## src/rtl/sc_pkg.sv

```systemverilog
package sc_pkg;
  typedef enum logic [1:0] {
    SC_OP_RESERVE = 2'b00,
    SC_OP_FREE    = 2'b01,
    SC_OP_ENSURE  = 2'b10,
    SC_OP_NONE    = 2'b11
  } sc_op_e;

  typedef enum logic [1:0] {
    XS_IDLE = 2'b00,
    XS_REQ  = 2'b01,
    XS_BEAT = 2'b10
  } xfer_state_e;
endpackage

```

## src/rtl/sc_ring.sv

```systemverilog
module sc_ring #(
  parameter int DW    = 32,
  parameter int DEPTH = 64,
  localparam int IW   = $clog2(DEPTH)
) (
  input  logic          clk,
  input  logic          we,
  input  logic [IW-1:0] widx,
  input  logic [DW-1:0] wdata,
  input  logic [IW-1:0] ridx_a,
  output logic [DW-1:0] rdata_a,
  input  logic [IW-1:0] ridx_b,
  output logic [DW-1:0] rdata_b
);
  logic [DW-1:0] slot_q [DEPTH];

  always_ff @(posedge clk) begin
    if (we) slot_q[widx] <= wdata;
  end

  assign rdata_a = slot_q[ridx_a];
  assign rdata_b = slot_q[ridx_b];
endmodule

```

## src/rtl/sc_op_plan.sv

```systemverilog
module sc_op_plan import sc_pkg::*; #(
  parameter int AW       = 16,
  parameter int SC_WORDS = 64,
  localparam int IW      = $clog2(SC_WORDS),
  localparam int KW      = IW + 1,
  localparam int LW      = IW + 1
) (
  input  logic [AW-1:0] top_q,
  input  logic [AW-1:0] bnd_q,
  input  logic [AW-1:0] drt_q,
  input  sc_op_e        op,
  input  logic [KW-1:0] k,
  output logic [AW-1:0] top_nx,
  output logic [AW-1:0] bnd_nx,
  output logic [AW-1:0] drt_nx,
  output logic          need,
  output logic          need_wr,
  output logic [AW-1:0] need_addr,
  output logic [LW-1:0] need_len,
  output logic [AW-1:0] fin_bnd,
  output logic [AW-1:0] fin_drt
);
  localparam logic [AW-1:0] SCA = AW'(SC_WORDS);

  logic [AW-1:0] k_ext;
  logic [AW-1:0] dn_top;
  logic [AW-1:0] dn_lim;
  logic [AW-1:0] up_top;

  assign k_ext  = AW'(k);
  assign dn_top = top_q - k_ext;
  assign dn_lim = dn_top + SCA;
  assign up_top = top_q + k_ext;

  always_comb begin
    top_nx    = top_q;
    bnd_nx    = bnd_q;
    drt_nx    = drt_q;
    need      = 1'b0;
    need_wr   = 1'b0;
    need_addr = '0;
    need_len  = '0;
    fin_bnd   = bnd_q;
    fin_drt   = drt_q;
    unique case (op)
      SC_OP_RESERVE: begin
        top_nx = dn_top;
        if ((drt_q - dn_top) > SCA) begin
          need      = 1'b1;
          need_wr   = 1'b1;
          need_addr = dn_lim;
          need_len  = LW'(drt_q - dn_lim);
          fin_bnd   = dn_lim;
          fin_drt   = dn_lim;
        end else if ((bnd_q - dn_top) > SCA) begin
          bnd_nx = dn_lim;
        end
      end
      SC_OP_FREE: begin
        top_nx = up_top;
        if (bnd_q < up_top) bnd_nx = up_top;
        if (drt_q < up_top) drt_nx = up_top;
      end
      SC_OP_ENSURE: begin
        if ((bnd_q - top_q) < k_ext) begin
          need      = 1'b1;
          need_addr = bnd_q;
          need_len  = LW'(up_top - bnd_q);
          fin_bnd   = up_top;
        end
      end
      default: ;
    endcase
  end
endmodule

```

## src/rtl/sc_xfer_seq.sv

```systemverilog
module sc_xfer_seq import sc_pkg::*; #(
  parameter int AW = 16,
  parameter int LW = 7
) (
  input  logic          clk,
  input  logic          rst_n,
  input  logic          start,
  input  logic          start_wr,
  input  logic [AW-1:0] start_addr,
  input  logic [LW-1:0] start_len,
  input  logic          mem_ack,
  input  logic          mem_beat,
  output logic          busy,
  output logic          mem_req,
  output logic          mem_wr,
  output logic [AW-1:0] mem_addr,
  output logic [LW-1:0] mem_len,
  output logic [AW-1:0] cur_addr,
  output logic          beat_fire,
  output logic          last_beat
);
  xfer_state_e   state_q, state_d;
  logic          wr_q, wr_d;
  logic [AW-1:0] base_q, base_d;
  logic [LW-1:0] len_q, len_d;
  logic [AW-1:0] cur_q, cur_d;
  logic [LW-1:0] left_q, left_d;
  logic          seq_en;

  assign busy      = (state_q != XS_IDLE);
  assign mem_req   = (state_q == XS_REQ);
  assign beat_fire = (state_q == XS_BEAT) && mem_beat;
  assign last_beat = beat_fire && (left_q == LW'(1));
  assign mem_wr    = wr_q;
  assign mem_addr  = base_q;
  assign mem_len   = len_q;
  assign cur_addr  = cur_q;

  assign seq_en = ((state_q == XS_IDLE) && start) ||
                  ((state_q == XS_REQ) && mem_ack) || beat_fire;

  always_comb begin
    state_d = state_q;
    wr_d    = wr_q;
    base_d  = base_q;
    len_d   = len_q;
    cur_d   = cur_q;
    left_d  = left_q;
    unique case (state_q)
      XS_IDLE: begin
        if (start) begin
          state_d = XS_REQ;
          wr_d    = start_wr;
          base_d  = start_addr;
          len_d   = start_len;
          cur_d   = start_addr;
          left_d  = start_len;
        end
      end
      XS_REQ: begin
        if (mem_ack) state_d = XS_BEAT;
      end
      XS_BEAT: begin
        if (mem_beat) begin
          cur_d  = cur_q + AW'(1);
          left_d = left_q - LW'(1);
          if (left_q == LW'(1)) state_d = XS_IDLE;
        end
      end
      default: state_d = XS_IDLE;
    endcase
  end

  always_ff @(posedge clk or negedge rst_n) begin
    if (!rst_n) begin
      state_q <= XS_IDLE;
      wr_q    <= 1'b0;
      base_q  <= '0;
      len_q   <= '0;
      cur_q   <= '0;
      left_q  <= '0;
    end else if (seq_en) begin
      state_q <= state_d;
      wr_q    <= wr_d;
      base_q  <= base_d;
      len_q   <= len_d;
      cur_q   <= cur_d;
      left_q  <= left_d;
    end
  end

  // request fields frozen until accepted
  p_req_hold_r8: assert property (@(posedge clk) disable iff (!rst_n)
    (mem_req && !mem_ack) |=> (mem_req && $stable(mem_addr) && $stable(mem_len) && $stable(mem_wr)));

  // a launched transfer always carries at least one word
  p_len_nonzero_r4: assert property (@(posedge clk) disable iff (!rst_n)
    (start && !busy) |-> (start_len != '0));
endmodule

```

## src/rtl/stack_window_ctrl.sv

```systemverilog
module stack_window_ctrl import sc_pkg::*; #(
  parameter int          AW        = 16,
  parameter int          DW        = 32,
  parameter int          SC_WORDS  = 64,
  parameter int unsigned BASE_WORD = 32'h8000,
  localparam int         IW        = $clog2(SC_WORDS),
  localparam int         KW        = IW + 1,
  localparam int         LW        = IW + 1
) (
  input  logic          clk,
  input  logic          rst_n,
  input  logic          op_valid,
  input  logic [1:0]    op_code,
  input  logic [KW-1:0] op_k,
  input  logic          ld_en,
  input  logic [IW-1:0] ld_off,
  output logic [DW-1:0] ld_data,
  input  logic          st_en,
  input  logic [IW-1:0] st_off,
  input  logic [DW-1:0] st_data,
  output logic          stall,
  output logic [AW-1:0] top_ptr,
  output logic [AW-1:0] bound_ptr,
  output logic [AW-1:0] dirty_ptr,
  output logic          mem_req,
  input  logic          mem_ack,
  output logic          mem_wr,
  output logic [AW-1:0] mem_addr,
  output logic [LW-1:0] mem_len,
  input  logic          mem_beat,
  output logic [DW-1:0] mem_wdata,
  input  logic [DW-1:0] mem_rdata
);
  localparam logic [AW-1:0] BASE = AW'(BASE_WORD);
  localparam logic [AW-1:0] SCA  = AW'(SC_WORDS);

  // reset: asserted asynchronously, released on the clock
  logic [1:0] rst_pipe_q;
  logic       rst_q_n;
  always_ff @(posedge clk or negedge rst_n) begin
    if (!rst_n) rst_pipe_q <= 2'b00;
    else        rst_pipe_q <= {rst_pipe_q[0], 1'b1};
  end
  assign rst_q_n = rst_pipe_q[1];

  sc_op_e        op_sel;
  logic          op_go, st_go, ld_go;
  logic [AW-1:0] top_q, bnd_q, drt_q;
  logic [AW-1:0] top_d, bnd_d, drt_d;
  logic [AW-1:0] pend_bnd_q, pend_drt_q;
  logic          ptr_en, pend_en;
  logic [AW-1:0] st_addr, ld_addr;
  logic [DW-1:0] ld_q;

  logic [AW-1:0] pl_top, pl_bnd, pl_drt, pl_addr, pl_fin_bnd, pl_fin_drt;
  logic          pl_need, pl_wr;
  logic [LW-1:0] pl_len;

  logic          xf_busy, xf_fire, xf_last, xf_wr;
  logic [AW-1:0] xf_cur;

  logic          ring_we;
  logic [IW-1:0] ring_widx;
  logic [DW-1:0] ring_wdata, ring_rd_ld;

  assign op_sel  = sc_op_e'(op_code);
  assign op_go   = op_valid && !stall && (op_sel != SC_OP_NONE);
  assign st_go   = st_en && !stall && !op_valid;
  assign ld_go   = ld_en && !stall;
  assign st_addr = top_q + AW'(st_off);
  assign ld_addr = top_q + AW'(ld_off);

  sc_op_plan #(.AW(AW), .SC_WORDS(SC_WORDS)) u_plan (
    .top_q(top_q), .bnd_q(bnd_q), .drt_q(drt_q), .op(op_sel), .k(op_k),
    .top_nx(pl_top), .bnd_nx(pl_bnd), .drt_nx(pl_drt),
    .need(pl_need), .need_wr(pl_wr), .need_addr(pl_addr), .need_len(pl_len),
    .fin_bnd(pl_fin_bnd), .fin_drt(pl_fin_drt)
  );

  sc_xfer_seq #(.AW(AW), .LW(LW)) u_seq (
    .clk(clk), .rst_n(rst_q_n),
    .start(op_go && pl_need), .start_wr(pl_wr), .start_addr(pl_addr), .start_len(pl_len),
    .mem_ack(mem_ack), .mem_beat(mem_beat),
    .busy(xf_busy), .mem_req(mem_req), .mem_wr(xf_wr), .mem_addr(mem_addr), .mem_len(mem_len),
    .cur_addr(xf_cur), .beat_fire(xf_fire), .last_beat(xf_last)
  );

  assign stall  = xf_busy;
  assign mem_wr = xf_wr;

  // ring slot = word address modulo ring size (power of two)
  assign ring_we    = st_go || (xf_fire && !xf_wr);
  assign ring_widx  = st_go ? st_addr[IW-1:0] : xf_cur[IW-1:0];
  assign ring_wdata = st_go ? st_data : mem_rdata;

  sc_ring #(.DW(DW), .DEPTH(SC_WORDS)) u_ring (
    .clk(clk), .we(ring_we), .widx(ring_widx), .wdata(ring_wdata),
    .ridx_a(ld_addr[IW-1:0]), .rdata_a(ring_rd_ld),
    .ridx_b(xf_cur[IW-1:0]), .rdata_b(mem_wdata)
  );

  always_comb begin
    top_d = top_q;
    bnd_d = bnd_q;
    drt_d = drt_q;
    if (op_go) begin
      top_d = pl_top;
      bnd_d = pl_bnd;
      drt_d = pl_drt;
    end else if (st_go) begin
      if (st_addr >= drt_q) drt_d = st_addr + AW'(1);
      if (st_addr >= bnd_q) bnd_d = st_addr + AW'(1);
    end
    if (xf_last) begin
      bnd_d = pend_bnd_q;
      drt_d = pend_drt_q;
    end
  end

  assign ptr_en  = op_go || st_go || xf_last;
  assign pend_en = op_go && pl_need;

  always_ff @(posedge clk or negedge rst_q_n) begin
    if (!rst_q_n) begin
      top_q <= BASE;
      bnd_q <= BASE;
      drt_q <= BASE;
    end else if (ptr_en) begin
      top_q <= top_d;
      bnd_q <= bnd_d;
      drt_q <= drt_d;
    end
  end

  always_ff @(posedge clk or negedge rst_q_n) begin
    if (!rst_q_n) begin
      pend_bnd_q <= '0;
      pend_drt_q <= '0;
    end else if (pend_en) begin
      pend_bnd_q <= pl_fin_bnd;
      pend_drt_q <= pl_fin_drt;
    end
  end

  always_ff @(posedge clk or negedge rst_q_n) begin
    if (!rst_q_n)   ld_q <= '0;
    else if (ld_go) ld_q <= ring_rd_ld;
  end

  assign ld_data   = ld_q;
  assign top_ptr   = top_q;
  assign bound_ptr = bnd_q;
  assign dirty_ptr = drt_q;

  // window ordering and size while idle
  p_window_r2: assert property (@(posedge clk) disable iff (!rst_q_n)
    !stall |-> (((drt_q - top_q) <= (bnd_q - top_q)) && ((bnd_q - top_q) <= SCA)));

  // any outstanding request is covered by stall
  p_req_stall_r8: assert property (@(posedge clk) disable iff (!rst_q_n)
    mem_req |-> stall);

  // top pointer frozen while stalled
  p_freeze_r9: assert property (@(posedge clk) disable iff (!rst_q_n)
    stall |=> $stable(top_q));

  // free never stalls
  p_free_r5: assert property (@(posedge clk) disable iff (!rst_q_n)
    (op_go && op_sel == SC_OP_FREE) |=> (!stall && !mem_req));

  // dirty pointer untouched through a fill
  p_fill_dirty_r6: assert property (@(posedge clk) disable iff (!rst_q_n)
    (stall && !mem_wr) |=> $stable(drt_q));

  // a finished spill leaves bound and dirty at top + ring size
  p_spill_end_r4: assert property (@(posedge clk) disable iff (!rst_q_n)
    (xf_last && mem_wr) |=> ((bnd_q == drt_q) && ((bnd_q - top_q) == SCA)));
endmodule

```

## config.mk

```make
export PLATFORM = sky130hd
export DESIGN_NAME = stack_window_ctrl
export DESIGN_NICKNAME = d
export VERILOG_FILES = /design/src/rtl/sc_pkg.sv /design/src/rtl/sc_ring.sv /design/src/rtl/sc_op_plan.sv /design/src/rtl/sc_xfer_seq.sv /design/src/rtl/stack_window_ctrl.sv
export SDC_FILE = /design/constraint.sdc
export NUM_CORES = 2
export LEC_CHECK = 0
export BUFFER_PORTS_ARGS = -buffer_cell sky130_fd_sc_hd__buf_2
export CAP_MARGIN = 5
export CORE_AREA = 4 4 495 497
export DETAILED_ROUTE_END_ITERATION = 6
export DIE_AREA = 0 0 499 501
export PLACE_DENSITY = 0.65
export SKIP_LAST_GASP = 1
export SYNTH_ARGS = -nofsm -noshare
export SYNTH_HDL_FRONTEND = slang
export SYNTH_SLANG_ARGS = --single-unit
export TNS_END_PERCENT = 1
```

## constraint.sdc

```tcl
create_clock -name clk -period 4.7 [get_ports clk]
set_clock_uncertainty 0.1 [all_clocks]
set_input_delay 0.47 -clock clk [delete_from_list [all_inputs] [get_ports clk]]
set_output_delay 0.47 -clock clk [all_outputs]
set_load 0.01 [all_outputs]
```

==> impl_results.md <==
* Static Leak at 42.0 nW
* Port bufs at 229
* Hold Vio Cnt, Final at 0
* Pre-antenna DRT Iters at 6
* Placed instance area at 119000 um^2
* Initial DRC Count at 9803
* Pwr dens at 727 nW/um^2
* Crit. Startpoint: top_ptr[0]
* Share of layout cells above drive strength 1 at 42.0%
* Post-Place Cells at 9384
* Switching Share at 39.0%
* Final Instance Area at 127000 um^2
* Vias per cell at 6.73
* H-tree Lvls at 4
* Register area share after synthesis at 60.6%
* Clk sinks at 2201
* Unrepaired setup endpoints after global routing: true
* Fmax at 188 MHz
* Final setup violation count at 97
* CTS tree: yes
* Hold Slack at 95.5 ps
* Hold path start: op_code[1]
* Largest net degree at the start of global routing at 131
* Final #Nets at 6666
* Yosys warnings at 0
* Standard-cell rows at 180
* Library cells used by synthesis at 93
* Max-Cap Viols at 0
* Avg Cell Area, Syn at 19.0 um^2
* Failing checks: setup timing
* RePlAce Congestion at 0.970
* Synth Area in Compound Gates at 3.31%
* Ys async rst share at 6.95%
* Total power draw at 92.2 mW
* Simple-Gate Fraction of Synth Area at 2.90%
* Worst setup margin at -622 ps
* Worst VDD drop at 0.000559 V
* Total core area at 240000 um^2
* Critical R2R Launch: top_ptr[0]
* Post-DRT Antenna Nets at 0
* Initial Utilization at 44.8%
* Syn Nets at 5897
* Die width at 499 um
* Clock power frac at 19.4%
* Int Pwr at 56.3 mW
* Die Height at 501 um
* Clock transition at the registers of the reported paths at 60 ps
* Fillers at 18609
* CTS Buffer Depth at 3
* Final WL at 368000 um
* CTS Buf Count at 224
* Element type at the critical path end: register
* I/O pin cnt at 230
* Register Area at 65400 um^2
* Hold crit path type: in -> reg
* Fin crit share at 113%
* Cell Count, Final, Fillers Out at 9831
* Gate power share at 54.2%
* Setup TNS at -45080 ps
* DR WL/cell at 37.4 um
* Grt total ovfl at 0
* Number of global-route vias before repair at 66315
* CP max FO at 25
* Post-synth EDFFs at 2048
* Seq cells post-synth at 2201
* Clock root cell: clkbuf_16
* Rel. slew slack at 19.5%
* P_sw at 36.0 mW
* First-pass GRT wire length at 515000 um
* Routed via count at 66150
* Cell Area, Synth at 108000 um^2
* Clock insertion delay at the later pin of the skew report at 900 ps
* Crit path time final at 5320 ps
* Post-synthesis xor/xnor area fraction at 0.971%
* Startpoint types: register
* DRC Markers at 0
* Initial antenna violation count at 11
* Area of the multi-input gates at 41300 um^2
* Largest family of logic cells by synthesized area: multiplexers
* Adder-Cell Fraction of Synth Area at 1.76%
* Worst EP required at 5310 ps
* Die Area at 250000 um^2
* Status: complete, but fails checks
* Multiplexer area fraction after synthesis at 28.6%
* All-layer global routing usage at 29.3%
* Syn-to-layout area delta at 17.7%
* Cells after Synth at 5665
* Crit Path Category: reg -> reg
* Final HPWL DP at 231000 um
* Reg power frac at 26.3%
* Slew @ Worst Pin at 1200 ps
* Max Transition Viols Final at 0
* CP arrival at 5930 ps
* Top FF cell, synth: edfxtp_1
registers in the layout, indices dropped and copies added (netlist names):
register and cells:
bound_ptr 16, dirty_ptr 16, ld_data 32, pend_bnd_q 16
pend_drt_q 16, rst_pipe_q 2, top_ptr 16, u_ring.slot_q 2048
u_seq.cur_addr 6, u_seq.left_q 7, u_seq.mem_addr 16, u_seq.mem_len 7
u_seq.mem_wr 1, u_seq.state_q 2
power groups by stage:
stage	clock network (mW)	registers, mW	logic [mW]
global placement	0	24.6	49.2
floorplan	0	24.4	29.0
detailed placement	0	24.7	49.3
finish	17.9	24.3	50.0
global route	18.9	24.4	52.5
CTS	18.1	24.3	49.8
worst paths after layout:
| path | cells past startpoint | endpoint | slack [ps] |
|---|---|---|---|
| min in group asynchronous | 0 | top_ptr[14] | 130 |
| max reg2reg | 27 | pend_drt_q[2] | -620 |
| max | 27 | pend_drt_q[2] | -620 |
| min reg2reg | 0 | top_ptr[14] | 130 |
| max in group asynchronous | 1 | u_seq.cur_addr[2] | 3070 |
| min | 4 | pend_bnd_q[14] | 100 |
cell usage in the layout (no fill, tap or decap), types with 46 or more instances in the layout:
| cell | n |
|---|---|
| clkbuf_16 | 224 |
| ha_1 | 131 |
| nor2_4 | 64 |
| buf_4 | 543 |
| buf_12 | 153 |
| o21ai_0 | 179 |
| edfxtp_1 | 2048 |
| xnor2_1 | 87 |
| mux4_2 | 1312 |
| mux2i_1 | 74 |
| dfrtp_1 | 141 |
| clkbuf_1 | 46 |
| a21oi_1 | 111 |
| nand2_1 | 288 |
| inv_1 | 107 |
| nor2_1 | 140 |
| clkinv_1 | 57 |
| buf_2 | 229 |
timing repair:
| action | CTS | global route |
|---|---|---|
| endpoints found under the hold margin | 4 | 0 |
| cloned | 1 | 0 |
| setup endpoints to repair | 106 | 119 |
| pin swaps | 18 | 3 |
| hold buffers | 5 | 0 |
| gates resized for setup | 26 | 4 |
| setup buffers | 3 | 0 |
worst max-delay path: stages (launching register included):
cell,delay [ps]
dfrtp_1,380
inv_1,60
ha_1,160
inv_1,70
fa_2,390
a21o_1,190
a21oi_2,180
xnor2_2,150
inv_1,90
ha_1,300
buf_4,110
o21ai_0,70
nor2_1,180
o21ai_0,110
a31oi_1,240
buf_4,180
o221ai_4,120
a211oi_1,260
buf_4,170
nor2_1,50
a21o_1,160
a31oi_2,280
nand4_2,120
buf_4,190
o31ai_4,280
buf_4,290
buf_12,180
o21ai_0,120
metal layers:
layer	part of all wire, %	GRT usage [%]	vias to the layer above
li1	-	-	25659
met1	37	39.4	35126
met2	47	46.0	4535
met3	11	6.95	828
met4	5.1	13.0	2
met5	0.0052	0	-
cells by family after synthesis:
family / Yosys count
buffers and inverters: 505
other: 1
adders and majority gates: 148
DFF: 2201
AOI/OAI and AO/OA: 553
and+or+nand+nor: 711
muxes: 1432
xor gates and xnor gates: 114
final cells by class:
class                      count  area share (%)
clock buffer                 275            4.61
clock inverter               146            1.19
antenna                       17          0.0335
inverter                     114           0.337
timing repair buffer         933            6.60
multi-input combinational   2960            32.6
sequential                  2201            51.5
tap                         3185            3.14
metrics by stage:
stage | util [%] | setup WS (ps)
after floorplan | - | -333
final | 52.8 | -622
after global routing | 52.8 | -861
after CTS | 52.8 | -526
after detailed placement | 49.6 | -1090
after global placement | 49.6 | -1010
cell usage after synthesis (9+ instances only):
cell | count | area share [%]
xnor2_1 | 92 | 0.75
and3_1 | 11 | 0.064
inv_1 | 108 | 0.38
a21o_1 | 26 | 0.18
nor4_1 | 10 | 0.058
nor3_1 | 34 | 0.16
o21bai_1 | 12 | 0.084
nand4_1 | 15 | 0.087
a21oi_1 | 113 | 0.52
o21ai_0 | 181 | 0.84
buf_2 | 19 | 0.088
nor2_1 | 204 | 0.71
nand2_1 | 315 | 1.1
mux4_2 | 1312 | 27
o22ai_1 | 16 | 0.093
o211ai_1 | 21 | 0.15
ha_1 | 132 | 1.5
mux2_2 | 44 | 0.46
or3_1 | 9 | 0.052
nand2b_1 | 20 | 0.12
o21a_1 | 18 | 0.13
a221oi_1 | 18 | 0.15
nor2b_1 | 13 | 0.075
buf_1 | 103 | 0.36
a31oi_1 | 23 | 0.13
nand3_1 | 38 | 0.18
xor2_1 | 18 | 0.15
clkbuf_1 | 263 | 0.92
edfxtp_1 | 2048 | 57
a22oi_1 | 18 | 0.13
mux2i_1 | 75 | 0.70
dfrtp_1 | 150 | 3.5
a211oi_1 | 16 | 0.11
(Power assumes the default switching activity.)
